--- config.mk ---
export PLATFORM = sky130hd
export DESIGN_NAME = fir_top
export DESIGN_NICKNAME = d
export VERILOG_FILES = /design/src/rtl/fir_pkg.sv /design/src/rtl/fir_mcm_pipe.sv /design/src/rtl/fir_tap_chain.sv /design/src/rtl/fir_top.sv
export SDC_FILE = /design/constraint.sdc
export NUM_CORES = 1
export LEC_CHECK = 0
export ABC_AREA = 1
export BUFFER_PORTS_ARGS = -buffer_cell sky130_fd_sc_hd__buf_2
export CAP_MARGIN = 5
export CORE_MARGIN = 1.5
export CORE_UTILIZATION = 55
export CTS_CLUSTER_DIAMETER = 80
export DETAILED_ROUTE_END_ITERATION = 10
export PLACE_DENSITY = 0.74
export SYNTH_ARGS = -nofsm -noshare
export SYNTH_HDL_FRONTEND = slang
export SYNTH_HIERARCHICAL = 1
export SYNTH_SLANG_ARGS = --single-unit
export TNS_END_PERCENT = 10
--- constraint.sdc ---
create_clock -name clk -period 2.4 [get_ports clk]
set_clock_uncertainty 0.2 [all_clocks]
set_input_delay 0.36 -clock clk [delete_from_list [all_inputs] [get_ports clk]]
set_output_delay 0.36 -clock clk [all_outputs]
set_load 0.1 [all_outputs]
--- src/rtl/fir_pkg.sv ---
`timescale 1ns/1ps
package fir_pkg;

  // Tap count and coefficient magnitudes (h[0] is the newest sample)
  localparam int TAPS = 4;
  localparam int COEF [TAPS] = '{480, 512, 846, 1020};

  // Register stages of the shared constant multiplier
  localparam int MCM_STAGES = 3;

  // Input register + multiplier stages + output register
  localparam int LATENCY = MCM_STAGES + 2;

  function automatic int coef_sum();
    int s;
    s = 0;
    for (int k = 0; k < TAPS; k++) s += COEF[k];
    return s;
  endfunction

  // Width that holds the full-precision worst case for a given input width
  function automatic int out_width(int iw);
    longint peak;
    peak = longint'(coef_sum()) << (iw - 1);
    return $clog2(peak) + 1;
  endfunction

endpackage

--- src/rtl/fir_mcm_pipe.sv ---
`timescale 1ns/1ps
// Pipelined shift-and-add block producing all four tap products.
// Stage 1: x, 15x            (15 = 16 - 1)
// Stage 2: x, 47x            (47 = 32 + 15)
// Stage 3: x, 15x, 255x, 423x (15 recomputed, 255 = 256 - 1, 423 = 8*47 + 47)
// Products are even multiples taken by wiring: 480=15<<5, 512=1<<9,
// 846=423<<1, 1020=255<<2.
module fir_mcm_pipe #(
  parameter int IN_W   = 12,
  parameter int PROD_W = 24,
  parameter int TAPS   = 4
) (
  input  logic                     clk,
  input  logic                     rst,
  input  logic                     vld_i,
  input  logic signed [IN_W-1:0]   x_i,
  output logic                     vld_o,
  output logic signed [PROD_W-1:0] prod_o [TAPS]
);
  import fir_pkg::*;

  localparam int W15  = IN_W + 4;
  localparam int W47  = IN_W + 6;
  localparam int W255 = IN_W + 8;
  localparam int W423 = IN_W + 9;

  // ---------------- stage 1 ----------------
  logic signed [W15-1:0]  s1_xe, s1_f15;
  logic signed [IN_W-1:0] r1_x;
  logic signed [W15-1:0]  r1_f15;

  assign s1_xe  = W15'(x_i);
  assign s1_f15 = (s1_xe <<< 4) - s1_xe;

  always_ff @(posedge clk) begin
    if (rst) begin
      r1_x   <= '0;
      r1_f15 <= '0;
    end else begin
      r1_x   <= x_i;
      r1_f15 <= s1_f15;
    end
  end

  // ---------------- stage 2 ----------------
  logic signed [W47-1:0]  s2_xe, s2_f15e, s2_f47;
  logic signed [IN_W-1:0] r2_x;
  logic signed [W47-1:0]  r2_f47;

  assign s2_xe   = W47'(r1_x);
  assign s2_f15e = W47'(r1_f15);
  assign s2_f47  = (s2_xe <<< 5) + s2_f15e;

  always_ff @(posedge clk) begin
    if (rst) begin
      r2_x   <= '0;
      r2_f47 <= '0;
    end else begin
      r2_x   <= r1_x;
      r2_f47 <= s2_f47;
    end
  end

  // ---------------- stage 3 ----------------
  logic signed [W15-1:0]  s3_x15, s3_f15;
  logic signed [W255-1:0] s3_x255, s3_f255;
  logic signed [W423-1:0] s3_f47e, s3_f423;
  logic signed [IN_W-1:0] r3_x;
  logic signed [W15-1:0]  r3_f15;
  logic signed [W255-1:0] r3_f255;
  logic signed [W423-1:0] r3_f423;

  assign s3_x15  = W15'(r2_x);
  assign s3_f15  = (s3_x15 <<< 4) - s3_x15;
  assign s3_x255 = W255'(r2_x);
  assign s3_f255 = (s3_x255 <<< 8) - s3_x255;
  assign s3_f47e = W423'(r2_f47);
  assign s3_f423 = (s3_f47e <<< 3) + s3_f47e;

  always_ff @(posedge clk) begin
    if (rst) begin
      r3_x    <= '0;
      r3_f15  <= '0;
      r3_f255 <= '0;
      r3_f423 <= '0;
    end else begin
      r3_x    <= r2_x;
      r3_f15  <= s3_f15;
      r3_f255 <= s3_f255;
      r3_f423 <= s3_f423;
    end
  end

  // ---------------- wired shifts to tap products ----------------
  logic signed [PROD_W-1:0] e_f15, e_x, e_f423, e_f255;

  assign e_f15  = PROD_W'(r3_f15);
  assign e_x    = PROD_W'(r3_x);
  assign e_f423 = PROD_W'(r3_f423);
  assign e_f255 = PROD_W'(r3_f255);

  assign prod_o[0] = e_f15  <<< 5;
  assign prod_o[1] = e_x    <<< 9;
  assign prod_o[2] = e_f423 <<< 1;
  assign prod_o[3] = e_f255 <<< 2;

  // ---------------- valid alignment ----------------
  logic [MCM_STAGES-1:0] vpipe;

  always_ff @(posedge clk) begin
    if (rst) vpipe <= '0;
    else     vpipe <= {vpipe[MCM_STAGES-2:0], vld_i};
  end

  assign vld_o = vpipe[MCM_STAGES-1];

endmodule

--- src/rtl/fir_tap_chain.sv ---
`timescale 1ns/1ps
// Transposed structural adder chain. dly[k] holds the partial sum that
// the adder for tap k consumes; it is also that adder's pipeline register.
module fir_tap_chain #(
  parameter int TAPS  = 4,
  parameter int ACC_W = 24
) (
  input  logic                    clk,
  input  logic                    rst,
  input  logic                    en,
  input  logic signed [ACC_W-1:0] prod_i [TAPS],
  output logic signed [ACC_W-1:0] sum_o
);

  localparam int NDLY = TAPS - 1;

  logic signed [ACC_W-1:0] dly  [NDLY];
  logic signed [ACC_W-1:0] nxt  [NDLY];

  // Far end takes the oldest-tap product alone; every other delay adds its
  // product to the partial sum arriving from farther down the chain.
  generate
    for (genvar k = 0; k < NDLY; k++) begin : g_link
      if (k == NDLY - 1) begin : g_far
        assign nxt[k] = prod_i[k+1];
      end else begin : g_mid
        assign nxt[k] = prod_i[k+1] + dly[k+1];
      end
    end
  endgenerate

  always_ff @(posedge clk) begin
    if (rst) begin
      for (int k = 0; k < NDLY; k++) dly[k] <= '0;
    end else if (en) begin
      for (int k = 0; k < NDLY; k++) dly[k] <= nxt[k];
    end
  end

  assign sum_o = prod_i[0] + dly[0];

endmodule

--- src/rtl/fir_top.sv ---
`timescale 1ns/1ps
module fir_top #(
  parameter  int IN_W  = 12,
  localparam int OUT_W = fir_pkg::out_width(IN_W)
) (
  input  logic                    clk,
  input  logic                    rst,
  input  logic                    in_valid,
  input  logic signed [IN_W-1:0]  in_data,
  output logic                    out_valid,
  output logic signed [OUT_W-1:0] out_data
);
  import fir_pkg::*;

  // Input register
  logic                   in_vld_q;
  logic signed [IN_W-1:0] in_dat_q;

  always_ff @(posedge clk) begin
    if (rst) begin
      in_vld_q <= 1'b0;
      in_dat_q <= '0;
    end else begin
      in_vld_q <= in_valid;
      in_dat_q <= in_data;
    end
  end

  // Shared constant multiplier
  logic                    prod_vld;
  logic signed [OUT_W-1:0] prod [TAPS];

  fir_mcm_pipe #(
    .IN_W   (IN_W),
    .PROD_W (OUT_W),
    .TAPS   (TAPS)
  ) u_mcm (
    .clk    (clk),
    .rst    (rst),
    .vld_i  (in_vld_q),
    .x_i    (in_dat_q),
    .vld_o  (prod_vld),
    .prod_o (prod)
  );

  // Structural adders with delay registers
  logic signed [OUT_W-1:0] chain_sum;

  fir_tap_chain #(
    .TAPS  (TAPS),
    .ACC_W (OUT_W)
  ) u_chain (
    .clk    (clk),
    .rst    (rst),
    .en     (prod_vld),
    .prod_i (prod),
    .sum_o  (chain_sum)
  );

  // Output register, held between results
  always_ff @(posedge clk) begin
    if (rst) begin
      out_valid <= 1'b0;
      out_data  <= '0;
    end else begin
      out_valid <= prod_vld;
      if (prod_vld) out_data <= chain_sum;
    end
  end

endmodule

==> results.cfg, run 1 <==
[yosys]
synth_top_family_by_area = simple AND/OR/NAND/NOR gates
ys_ff_latch = 232
postSynth.asyncResetShare_pct = 0
synth_area_leaders = dfxtp_1, nand2_1, edfxtp_1
synth_compound_area_share_pct = 8.08
synthCells = 2392
synthFlopType = dfxtp_1
yosys-mux-area-fraction_pct = 0
synth_xor_area_share_pct = 0.888
seq_area_frac_synth_pct = 34.0
syn_area_um2 = 15800
synth_adder_area_share_pct = 10.9
yosysUniqueCellTypes = 49
synth_top_area_cell = dfxtp_1
yosysTopAreaCellShare_pct = 20.3
synth.avg_cell_area_um2 = 6.60
synth-edff-count = 72
yosys_warnings = 6
synthTopCellsByCount = nand2_1, inv_1, nor2_1
synthSimpleGateAreaFrac_pct = 33.7
yosysMostFrequentCell = nand2_1

[global_routing]
antenna_found_initial = 0
grt_max_degree = 62
grt_pass1_vias = 13100
track_usage_pct = 27.8
grt_pass1_wl_mm = 64.9
grt_remaining_overflow = 0

[placed_design]
io_buffers = 39
gp_congestion = 0.927
dp_hpwl_mm = 32.1
pre_cts_ws_ns = 0.120

[cts]
clkTransAtPathRegs_ns = 0.06
cts_max_level = 1
clk-insertion-delay-late_ns = 0.56
tritoncts.num_buffers = 27
cts.path.max_buffers = 3
cts_sinks = 232
cts_root_buf = clkbuf_16
cts_tree = yes

[detailed_routing]
vias = 14400
drcViolationCount = 0
dr.pass1.iters = 5
vias_per_cell = 5.06
drtIter0Drc = 865
ant_nets = 0
wl_per_cell_um = 14.3
routed_wl_mm = 40.7

[sta]
final-max-slew-violation-count = 0
fmax_mhz = 447
whs_ns = 0.0833
setup_viol = 0
hold_violations = 0
fin_crit_sh_pct = 93.2
rsz0062_at_grt = no
fin_tns_setup_ns = 0
layout_min_cycle_time_ns = 2.24
final.setup.worst_slack_ns = 0.163

[critical_path]
startpoint_type = flip-flop
cp_max_fo = 4
timing.rr.start = u_chain/dly[0][7]
cp-startpoint = u_chain/dly[0][7]
arrival_ns = 2.49
cp.required_ns = 2.66
crit_type = reg2reg
cp-end-kind = flip-flop
timing.rr.end = out_data[12]
rrSetupSlack_ns = 0.16
r2r_cells = 12

[cells_and_area]
final_layout_size_suffix_gt1_share_pct = 6.82
layout.nets = 2591
final_util_pct = 62.1
syn_to_final_growth_pct = 10.3
num_antenna_cells = 0

[min_path]
min_path_type = in2reg
holdCritStartpoint = rst
min_path_cells = 3
min_delay_worst_endpoint = out_valid

[die]
core_um2 = 28000
rows = 61
num_io_pins = 40
fp.dieArea_um2 = 29700
die_h_um = 172
die_w_um = 172
start_util_pct = 56.4

[power]
worst_ir_drop_vdd_v = 0.000722
powerDensity_nw_per_um2 = 641
p_leak_nw = 9.33

[outcome]
outcome = finished, final reports clean

[run]
max-cap-violations = 0
[critical path, cell delays in order, from the launching register on]
cell	delay [ns]
edfxtp_1	0.37
ha_1	0.34
a21oi_1	0.24
o21ai_1	0.15
o21bai_1	0.27
nand2_1	0.13
nand2_1	0.05
nand2_1	0.06
nand2_1	0.08
inv_1	0.06
nand2_1	0.05
nand2_1	0.08
nor2_1	0.04
[flip-flops by register name (all words and copies together), names as in the netlist]
name           count
u_mcm/r2_x        12
u_mcm/vpipe        3
in_dat_q          12
out_data          24
out_valid          1
u_mcm/r1_f15      15
u_mcm/r3_f255     16
u_mcm/r1_x        12
u_mcm/r3_f15      15
u_mcm/r3_x        12
u_mcm/r2_f47      17
in_vld_q           1
u_mcm/r3_f423     20
u_chain/dly       72
[cells in the final DEF (no fill, tap or decap), types with 26 or more instances in the layout]
cell type and count:
a21oi_1 149, edfxtp_1 72, ha_1 125, o21ai_0 54, clkbuf_16 28, nor2_1 384
nand4_1 26, nand2_1 696, buf_2 39, inv_1 412, nand3_1 106, dfxtp_1 159
[layout make-up]
cell class	count	area, um^2
Sequential cell	232	5370
Timing Repair Buffer	66	480
Clock buffer	35	767
Clock inverter	15	191
Tap cell	378	473
Multi-Input combinational cell	1699	8570
Inverter	416	1560
Fill cell	2689	10600
[repair_timing]
action                                  CTS  global route
resized for setup                         0            11
setup buffers                             0             0
hold buffers                             13             0
endpoints found under the setup margin    0             6
hold endpoints to repair                 13             0
[worst max path at each step]
stage | endpoint | slack (ns) | cells past startpoint
floorplan | u_mcm/r3_f423[17] | 0.38 | 11
finish | out_data[12] | 0.16 | 12
global placement | out_data[23] | 0.11 | 13
CTS | out_data[22] | 0.12 | 13
detailed placement | out_data[22] | 0.12 | 13
global route | out_data[22] | 0.008 | 13
[per-stage QoR]
stage	power (mW)	std cells	area, um^2
floorplan	6.25	2408	15800
global placement	6.77	2778	16300
detailed placement	6.79	2778	16300
CTS	11.2	2841	17400
global route	11.7	2841	17400
finish	11.2	2841	17400
[report_power, final]
part	switching [mW]	total (mW)	internal, mW
Clock	1.75	4.37	2.61
Combinational	1.56	2.34	0.779
Sequential	0.159	4.46	4.30
[routing by layer]
metal | vias up | wire length, um | global-route usage (%)
li1 | 7516 | - | -
met1 | 6395 | 18200 | 35.6
met2 | 387 | 19200 | 48.9
met3 | 76 | 2070 | 3.23
met4 | 0 | 1220 | 8.39
met5 | - | 0 | 0
[logic make-up after synthesis]
kind of cell	Yosys count
AOI/OAI and AO/OA	238
adders and majority gates	134
DFF	232
other	1
buffers and inverters	477
xor gates and xnor gates	16
and+or+nand+nor	1294
Note: power is estimated with default switching activity, not from simulation.
==> run 2: changes to the inputs <==
==> constraint.sdc (replaced) <==
create_clock -name clk -period 2.7 [get_ports clk]
set_clock_uncertainty 0.2 [all_clocks]
set_input_delay 0.54 -clock clk [delete_from_list [all_inputs] [get_ports clk]]
set_output_delay 0.54 -clock clk [all_outputs]
set_load 0.1 [all_outputs]
==> run 2 against run 1 <==
Against the previous run: global-route usage increased by 0.20 points; critical path depth decreased by 1; clock-buffer cell count decreased by 7; maximum frequency decreased by 1.7%; worst setup slack improved by 0.26 ns; clock power decreased by 13%; core utilization decreased by 0.38 points; routed wire length decreased by 0.91%; flip-flop and latch count unchanged.
==> results.cfg, run 2 (synthesis results as in run 1) <==
[outcome]
outcome = finished, final reports clean

[sta]
layout_min_cycle_time_ns = 2.28
fmax_mhz = 439
fin_tns_setup_ns = 0
final-max-slew-violation-count = 0
hold_violations = 0
rsz0062_at_grt = no
whs_ns = 0.196
setup_viol = 0
fin_crit_sh_pct = 84.3

[cells_and_area]
final_layout_size_suffix_gt1_share_pct = 6.31
layout.nets = 2586
most-common-layout-cells = nand2_1, inv_1, nor2_1
syn_to_final_growth_pct = 9.57
fillers = 2709
num_antenna_cells = 0
reg_top3 = u_chain/dly x72, out_data x24, u_mcm/r3_f423 x20
final_common_cell = nand2_1
largest_reg_flops = 72
top_register = u_chain/dly
final_util_pct = 61.8

[placed_design]
io_buffers = 39
dp_hpwl_mm = 32.0
gp_congestion = 0.990

[cts]
postCtsSetupBuffers = 0
cts.path.max_buffers = 3
cts_root_buf = clkbuf_16
cts_resized = 0
cts_sinks = 232
clk-insertion-delay-late_ns = 0.55
tritoncts.num_buffers = 26
cts_max_level = 1
clkTransAtPathRegs_ns = 0.06
cts_tree = yes
cts_hold_buf = 13

[critical_path]
endpoint = u_mcm/r3_f423[17]
timing.rr.start = u_mcm/r2_x[0]
cp_slowest_stage_delay_ns = 0.48
rrSetupSlack_ns = 0.42
path_cells = ha_1 -> inv_1 -> fa_1 -> inv_1 -> nand2_1 -> nand2_1 -> nand2_1 -> o21bai_1 -> nand2_1 -> a21oi_1 -> nor2_1
startpoint_type = flip-flop
cp_common_cell = nand2_1
r2r_cells = 11
cp_max_fo = 7
cp-startpoint = u_mcm/r2_x[0]
cp.required_ns = 2.93
arrival_ns = 2.51
timing.rr.end = u_mcm/r3_f423[17]
crit_type = reg2reg
critical_path.slowest_cell = dfxtp_1
cp-end-kind = flip-flop

[die]
start_util_pct = 56.4
num_io_pins = 40
fp.dieArea_um2 = 29700
die_h_um = 172
rows = 61
core_um2 = 28000
die_w_um = 172

[global_routing]
grt_pass1_wl_mm = 66.1
grt_max_degree = 62
track_usage_pct = 28.0
grt_pass1_vias = 13700
grt_remaining_overflow = 0
antenna_found_initial = 0

[min_path]
min_path_type = reg2reg

[detailed_routing]
routed_wl_mm = 40.3
drcViolationCount = 0
ant_nets = 0
drtIter0Drc = 822
vias = 14400
dr.pass1.iters = 6
vias_per_cell = 5.08
wl_per_cell_um = 14.2

[run]
max-cap-violations = 0

[power]
p_leak_nw = 9.28
p_comb_share_pct = 20.9
intPower_mw = 6.76
pwr-share-clk_pct = 38.8
p_seq_share_pct = 40.3
p_sw_share_pct = 31.2
powerDensity_nw_per_um2 = 568
power_switching_mw = 3.07
worst_ir_drop_vdd_v = 0.000509
[run 2: cell count changes in the layout (fill, tap and decap cells not counted), sizes merged]
cell and change:
buf -4, clkinvlp +5, clkinv +1, clkbuf -7, bufinv +1, inv -2
[run 2: critical path, delay by kind of cell (launching register included)]
family	cells	cell delay [ns]
simple gates	5	0.39
flops	1	0.48
fa+ha+maj	2	0.58
compound gates	2	0.39
buf+inv	2	0.14
[run 2: power by group through the flow]
stage                     sequential [mW]  combinational (mW)  clock, mW
after global placement               4.04                1.97          0
after CTS                            3.97                2.02       3.88
after floorplan                      4.02                1.53          0
final                                3.97                2.05       3.81
after detailed placement             4.04                1.99          0
after global routing                 3.99                2.33       4.00
[run 2: area by class of cell]
cell class	instances	area, um^2	share of cell area, %
Sequential cell	232	5370	31.0
Clock buffer	28	689	3.99
Tap cell	378	473	2.73
Timing Repair Buffer	62	438	2.53
Inverter	416	1560	9.03
Multi-Input combinational cell	1699	8520	49.2
Clock inverter	20	251	1.45
[run 2: how the worst min path moves through the flow]
stage | start | to | slack, ns | cells after the start
finish | u_mcm/vpipe[1] | u_mcm/vpipe[2] | 0.20 | 2
global route | u_mcm/vpipe[1] | u_mcm/vpipe[2] | 0.22 | 2
CTS | u_mcm/vpipe[1] | u_mcm/vpipe[2] | 0.20 | 2
detailed placement | u_mcm/vpipe[1] | u_mcm/vpipe[2] | 0.19 | 2
global placement | u_mcm/vpipe[1] | u_mcm/vpipe[2] | 0.19 | 2
floorplan | u_mcm/r1_f15[1] | u_mcm/r2_f47[1] | 0.19 | 2
[run 2: through the flow]
step / worst slack (ns) / cell area (um^2) / power [mW] / cells
6_report: 0.424 / 17300 / 9.83 / 2835
5_1_grt: 0.220 / 17300 / 10.3 / 2835
4_1_cts: 0.444 / 17300 / 9.87 / 2835
3_5_place_dp: 0.454 / 16200 / 6.03 / 2774
3_3_place_gp: 0.479 / 16200 / 6.01 / 2774
2_1_floorplan: 0.640 / 15800 / 5.56 / 2408
[run 2: layer usage]
metal | share of wire, % | GRT usage [%]
met5 | 0 | 0
met4 | 3.3 | 9.75
met3 | 4.5 | 2.82
met2 | 48 | 50.3
met1 | 44 | 34.7
